**src/rtl/clkcfg_pkg.sv**
```systemverilog
package clkcfg_pkg;
  localparam int FS_W    = 3;
  localparam int REG_W   = 8;
  localparam int FREQ_W  = 19;
  localparam int N_CODES = 1 << FS_W;

  // field positions shared by the control and status registers
  localparam int BIT_REF = 7;
  localparam int BIT_FS  = 4;
  localparam int BIT_SEN = 3;
  localparam int BIT_SW  = 2;
  localparam int BIT_CTR = 0;

  typedef struct packed {
    logic            ref_sel;
    logic [FS_W-1:0] fs;
    logic            spread_en;
    logic            spread_center;
  } cfg_t;

  function automatic logic [FREQ_W-1:0] nominal_khz(input logic [FS_W-1:0] idx);
    logic [FREQ_W-1:0] f;
    case (idx)
      3'd0:    f = 19'd100000;
      3'd1:    f = 19'd125000;
      3'd2:    f = 19'd133330;
      3'd3:    f = 19'd166670;
      3'd4:    f = 19'd200000;
      3'd5:    f = 19'd266660;
      3'd6:    f = 19'd333330;
      default: f = 19'd400000;
    endcase
    return f;
  endfunction

  function automatic logic [REG_W-1:0] pack_word(input cfg_t c, input logic mid_bit);
    logic [REG_W-1:0] w;
    w = '0;
    w[BIT_REF]               = c.ref_sel;
    w[BIT_FS +: FS_W]        = c.fs;
    w[BIT_SEN]               = c.spread_en;
    w[BIT_SW]                = mid_bit;
    w[BIT_CTR]               = c.spread_center;
    return w;
  endfunction
endpackage

```
**src/rtl/strap_capture.sv**
```systemverilog
module strap_capture
  import clkcfg_pkg::*;
(
  input  logic            clk,
  input  logic            rst_n,
  input  logic [FS_W-1:0] pin_fsel,
  input  logic            pin_ref_sel,
  input  logic            pin_spread_en,
  output logic            captured,
  output logic            cap_pulse,
  output logic [FS_W-1:0] held_fs,
  output logic            held_ref,
  output logic            held_sen
);
  assign cap_pulse = ~captured;

  always_ff @(posedge clk or negedge rst_n) begin
    if (!rst_n) begin
      captured <= 1'b0;
      held_fs  <= '0;
      held_ref <= 1'b0;
      held_sen <= 1'b0;
    end else if (cap_pulse) begin
      captured <= 1'b1;
      held_fs  <= pin_fsel;
      held_ref <= pin_ref_sel;
      held_sen <= pin_spread_en;
    end
  end

  // once captured, the held values never move
  assert_hold_R1: assert property (@(posedge clk) disable iff (!rst_n)
    (captured && $past(captured)) |-> $stable({held_ref, held_fs, held_sen}));
endmodule

```
**src/rtl/ctrl_shadow.sv**
```systemverilog
module ctrl_shadow
  import clkcfg_pkg::*;
(
  input  logic             clk,
  input  logic             rst_n,
  input  logic             load,
  input  cfg_t             load_val,
  input  logic             wr_hit,
  input  logic [REG_W-1:0] wr_data,
  output logic             sw_sel,
  output cfg_t             shadow,
  output logic [REG_W-1:0] ctrl_word
);
  logic unused_wr_bit;
  assign unused_wr_bit = wr_data[1];

  cfg_t wr_val;
  assign wr_val = '{ref_sel:       wr_data[BIT_REF],
                    fs:            wr_data[BIT_FS +: FS_W],
                    spread_en:     wr_data[BIT_SEN],
                    spread_center: wr_data[BIT_CTR]};

  always_ff @(posedge clk or negedge rst_n) begin
    if (!rst_n) begin
      sw_sel <= 1'b0;
      shadow <= '0;
    end else if (load) begin
      sw_sel <= 1'b0;
      shadow <= load_val;
    end else if (wr_hit) begin
      sw_sel <= wr_data[BIT_SW];
      if (sw_sel) shadow <= wr_val;
    end
  end

  assign ctrl_word = pack_word(shadow, sw_sel);

  // writes in hardware mode must not reach the shadow fields
  assert_locked_R5: assert property (@(posedge clk) disable iff (!rst_n)
    (wr_hit && !sw_sel && !load) |=> $stable(shadow));
endmodule

```
**src/rtl/cfg_out_stage.sv**
```systemverilog
module cfg_out_stage
  import clkcfg_pkg::*;
(
  input  logic              clk,
  input  logic              rst_n,
  input  logic              update,
  input  cfg_t              eff,
  output logic [FS_W-1:0]   div_idx,
  output logic [FREQ_W-1:0] freq_khz,
  output logic              spread_en,
  output logic              spread_center,
  output logic              ref_is_14m
);
  always_ff @(posedge clk or negedge rst_n) begin
    if (!rst_n) begin
      div_idx       <= '0;
      freq_khz      <= '0;
      spread_en     <= 1'b0;
      spread_center <= 1'b0;
      ref_is_14m    <= 1'b0;
    end else if (update) begin
      div_idx       <= eff.fs;
      freq_khz      <= nominal_khz(eff.fs);
      spread_en     <= eff.spread_en;
      spread_center <= eff.spread_center;
      ref_is_14m    <= eff.ref_sel;
    end
  end
endmodule

```
**src/rtl/clkcfg_strap_ctrl.sv**
```systemverilog
module clkcfg_strap_ctrl
  import clkcfg_pkg::*;
#(
  parameter int ADDR_W = 2
) (
  input  logic                clk,
  input  logic                rst_n,
  input  logic [FS_W-1:0]     pin_fsel,
  input  logic                pin_ref_sel,
  input  logic                pin_spread_en,
  input  logic                pin_spread_center,
  input  logic                wr_en,
  input  logic [ADDR_W-1:0]   wr_addr,
  input  logic [REG_W-1:0]    wr_data,
  input  logic [ADDR_W-1:0]   rd_addr,
  output logic [REG_W-1:0]    rd_data,
  output logic [FS_W-1:0]     div_idx,
  output logic [FREQ_W-1:0]   freq_khz,
  output logic                spread_en,
  output logic                spread_center,
  output logic                ref_is_14m
);
  localparam logic [ADDR_W-1:0] CTRL_ADDR = ADDR_W'(0);
  localparam logic [ADDR_W-1:0] STAT_ADDR = ADDR_W'(1);

  logic            captured, cap_pulse, held_ref, held_sen, sw_sel, wr_hit;
  logic [FS_W-1:0] held_fs;
  cfg_t            hw_cfg, shadow, eff;
  logic [REG_W-1:0] ctrl_word, stat_word;
  logic            hw_mode_live;

  strap_capture u_cap (
    .clk(clk), .rst_n(rst_n), .pin_fsel(pin_fsel), .pin_ref_sel(pin_ref_sel),
    .pin_spread_en(pin_spread_en), .captured(captured), .cap_pulse(cap_pulse),
    .held_fs(held_fs), .held_ref(held_ref), .held_sen(held_sen)
  );

  // hardware view: held pins plus the live spread-style pin
  assign hw_cfg = '{ref_sel: held_ref, fs: held_fs, spread_en: held_sen,
                    spread_center: pin_spread_center};

  assign wr_hit = wr_en && (wr_addr == CTRL_ADDR);

  ctrl_shadow u_ctrl (
    .clk(clk), .rst_n(rst_n), .load(cap_pulse),
    .load_val('{ref_sel: pin_ref_sel, fs: pin_fsel, spread_en: pin_spread_en,
                spread_center: pin_spread_center}),
    .wr_hit(wr_hit), .wr_data(wr_data), .sw_sel(sw_sel), .shadow(shadow),
    .ctrl_word(ctrl_word)
  );

  assign eff          = sw_sel ? shadow : hw_cfg;
  assign hw_mode_live = captured && !sw_sel;

  cfg_out_stage u_out (
    .clk(clk), .rst_n(rst_n), .update(captured), .eff(eff),
    .div_idx(div_idx), .freq_khz(freq_khz), .spread_en(spread_en),
    .spread_center(spread_center), .ref_is_14m(ref_is_14m)
  );

  assign stat_word = pack_word(hw_cfg, 1'b0);

  always_comb begin
    if (rd_addr == CTRL_ADDR)      rd_data = ctrl_word;
    else if (rd_addr == STAT_ADDR) rd_data = stat_word;
    else                           rd_data = '0;
  end

  // hardware mode: spread_center tracks the pin with one register of delay
  assert_live_ctr_R8: assert property (@(posedge clk) disable iff (!rst_n)
    $past(hw_mode_live) |-> (spread_center == $past(pin_spread_center)));

  // software mode: outputs follow the shadow fields
  assert_sw_src_R6: assert property (@(posedge clk) disable iff (!rst_n)
    $past(sw_sel && captured) |-> (div_idx == $past(shadow.fs) &&
                                   ref_is_14m == $past(shadow.ref_sel)));
endmodule

```
**config.mk**
```make
export PLATFORM = sky130hd
export DESIGN_NAME = clkcfg_strap_ctrl
export DESIGN_NICKNAME = d
export VERILOG_FILES = /design/src/rtl/clkcfg_pkg.sv /design/src/rtl/strap_capture.sv /design/src/rtl/ctrl_shadow.sv /design/src/rtl/cfg_out_stage.sv /design/src/rtl/clkcfg_strap_ctrl.sv
export SDC_FILE = /design/constraint.sdc
export NUM_CORES = 1
export LEC_CHECK = 0
export BUFFER_PORTS_ARGS = -buffer_cell sky130_fd_sc_hd__buf_2
export CORE_MARGIN = 3
export CORE_UTILIZATION = 54
export CTS_CLUSTER_DIAMETER = 50
export DETAILED_ROUTE_END_ITERATION = 12
export GPL_TIMING_DRIVEN = 1
export PLACE_DENSITY_LB_ADDON = 0.2
export SLEW_MARGIN = 20
export SYNTH_ARGS = -nofsm -noshare
export SYNTH_HDL_FRONTEND = slang
export SYNTH_SLANG_ARGS = --single-unit
```
**constraint.sdc**
```tcl
create_clock -name clk -period 2.65 [get_ports clk]
set_input_delay 0.1325 -clock clk [delete_from_list [all_inputs] [get_ports clk]]
set_output_delay 0.1325 -clock clk [all_outputs]
set_load 0.005 [all_outputs]
```
==> metrics.txt <==
Worst VDD drop=0.427 mV; Synthesis Warnings=0; Mapped Avg Cell Area=11.1 sq um; die area=3890 sq um; final WL=3.38 mm; first-pass GRT wire length=5.95 mm; DRC Markers=0; pwr dens=600 nW/um^2; worst-path fanout max=8; Port Buffers=50; layout cell share with drive strength beyond 1=0.361; NumNets Final=223; hold path startpoint=pin_spread_en; Setup crit start kind=register; Vias/cell=5.27; Slew Viols, Final=0; min Tclk post-route=1.78 ns; FP Rows=19; Setup Total Neg Slack=0 ns; io pins=54; Slew @ Worst Pin=0.768 ns; cts repair resizes=0; worst-case reg-to-reg path depth=4; All-Layer GR Usage=0.192; DRT Pass-1 Iters=4; hold path depth=3; WHS Endpoint=u_ctrl.ctrl_word[3]; fin util=0.699; placer congestion estimate=0.802; r2r startpoint=u_ctrl.sw_sel; largest net degree at the start of global routing=37; diode count=0; initial antenna violation count=0; die height=62.4 um; Initial Util=0.592; Area Overhead vs Synth=18.1%; FMAX=563 MHz; cells along the critical path=buf_4, mux2i_4, nor2_1, a221o_1; CP bufs+invs=1; post-synth cell types=29; outcome=finished clean; DR iter-0 viols=70; Synth Instances=154; R2R Path End=u_out.freq_khz[9]; clock-pin transition on the worst setup and hold timing paths=0.11 ns; post-route ant nets=0; setup ws final=0.875 ns; Sink Count=35; Setup CP Type=reg -> reg; DP HPWL=2.43 mm; Final Skew=0.0134 ns; core area=2900 sq um; GR Overflow Total=0; Slew HR=0.488; cell family contributing the most delay on the critical path=flip-flops; root buffer cell=clkbuf_4; pre-CTS setup slack=0.899 ns; routed len/inst=13.8 um; synthesized flop and latch total=35; Worst Path Required=2.88 ns; H-tree depth=2; via count=1285; clk_lat worst skew=0.34 ns; reg2reg setup slack=0.87 ns; leakage=0.959 nW; max cap viols=0; Slowest cell on crit path=dfrtp_1; Die Wd=62.4 um; final worst-path cycle share=0.670; final setup fails=0; HP Class=in -> reg; Crit. End Element=register; register area share after synthesis=0.510; CTS buffer count=5; endpoints failing hold=0; RSZ-0062 raised after global routing=no; Tot Pwr=0.00122 W; Critical Path Max Stage Delay=0.63 ns; Mapped Area=1720 sq um; vias in the first global route=1300; Max clock buf depth=2; CTS tree=built; Data arrival, critical path=2.00 ns
==> logic make-up after synthesis <==
group	share of synthesized area
XOR/XNOR	0.0153
flip-flops	0.510
buffers and inverters	0.0474
multiplexers	0.203
AO/OA/AOI/OAI	0.107
other	0.00437
AND/OR/NAND/NOR	0.113
==> placed cells by master, fill, tap and decap left out, types with 2 or more instances in the layout <==
| cell | n |
|---|---|
| mux2i_4 | 3 |
| mux2_2 | 8 |
| buf_4 | 2 |
| conb_1 | 3 |
| nand2_1 | 10 |
| clkbuf_4 | 5 |
| a21oi_1 | 12 |
| a211oi_1 | 2 |
| a21o_1 | 2 |
| o2bb2ai_1 | 4 |
| a221o_1 | 3 |
| nor2_1 | 28 |
| mux2i_1 | 16 |
| buf_2 | 50 |
| dfrtp_1 | 35 |
| xnor2_1 | 3 |
| mux2_4 | 2 |
| nor3b_1 | 2 |
==> registers in the layout, indices dropped and copies added, names as in the netlist <==
signal,flops
u_out.div_idx,3
u_out.spread_center,1
u_cap.held_ref,1
u_out.spread_en,1
u_out.ref_is_14m,1
u_ctrl.ctrl_word,6
u_cap.held_sen,1
u_ctrl.sw_sel,1
u_cap.captured,1
u_cap.held_fs,3
u_out.freq_khz,16
==> worst min-delay path, stage by stage <==
cell and delay [ns]:
buf_2 0.10, nor2_1 0.08, a21oi_1 0.04
==> per-layer routing <==
metal,GRT usage,share of wire
met2,0.323,0.49
met4,0.0826,0.015
met3,0.0450,0.054
met5,0,0
met1,0.238,0.44
==> how the worst max path moves through the flow <==
stage / slack (ns) / cells past startpoint / to / from
floorplan: 1.23 / 4 / u_out.freq_khz[6] / u_ctrl.sw_sel
global placement: 0.93 / 4 / u_out.freq_khz[17] / u_ctrl.sw_sel
detailed placement: 0.90 / 4 / u_out.freq_khz[9] / u_ctrl.sw_sel
CTS: 0.88 / 4 / u_out.freq_khz[9] / u_ctrl.sw_sel
global route: 0.77 / 4 / u_out.freq_khz[9] / u_ctrl.sw_sel
finish: 0.87 / 4 / u_out.freq_khz[9] / u_ctrl.sw_sel
==> power by group <==
part | switching (W) | internal (W)
registers | 0.0000483 | 0.000604
logic | 0.000135 | 0.000138
clock network | 0.000169 | 0.000123
total | 0.000352 | 0.000864
==> cell usage after synthesis <==
master | number | area [sq um]
o21ai_0 | 1 | 5.00
a21oi_1 | 12 | 60.1
o221ai_1 | 1 | 8.76
a22o_1 | 1 | 8.76
and4bb_1 | 1 | 12.5
nor4_1 | 1 | 6.26
nor3b_1 | 2 | 15.0
a211oi_1 | 2 | 15.0
mux2i_1 | 16 | 160
xnor2_1 | 3 | 26.3
mux2_2 | 8 | 90.1
o2bb2ai_1 | 4 | 35.0
nand2_1 | 10 | 37.5
buf_4 | 5 | 37.5
mux2i_4 | 3 | 67.6
nor2_1 | 28 | 105
conb_1 | 2 | 7.51
clkbuf_1 | 3 | 11.3
inv_1 | 1 | 3.75
buf_2 | 2 | 10.0
nand3_1 | 1 | 5.00
dfrtp_1 | 35 | 876
mux2_4 | 2 | 30.0
a221o_1 | 3 | 30.0
a31oi_1 | 1 | 6.26
buf_1 | 2 | 7.51
nor4_2 | 1 | 12.5
buf_6 | 1 | 11.3
a21o_1 | 2 | 15.0
==> per-stage QoR <==
stage / hold slack (ns) / cell area, sq um / cells
after floorplan: -0.163 / 1720 / 155
after global placement: 0.228 / 1960 / 236
after detailed placement: 0.250 / 1960 / 236
after CTS: 0.0242 / 2030 / 244
after global routing: 0.0281 / 2030 / 244
final: 0.0426 / 2030 / 244
==> cell type report <==
| cell class | instances | area (sq um) |
|---|---|---|
| clock buffers | 6 | 51.3 |
| inverters | 1 | 3.75 |
| multi-input cells | 106 | 763 |
| flip-flops and latches | 35 | 876 |
| clock inverters | 1 | 5.00 |
| well taps | 42 | 52.6 |
| repair buffers | 53 | 275 |
| fillers | 242 | 873 |
==> timing repair <==
action | in CTS | in global routing
setup buffers | 0 | 0
endpoints found under the hold margin | 35 | 0
hold buffers | 1 | 0
Note: power is estimated with default switching activity, not from simulation.
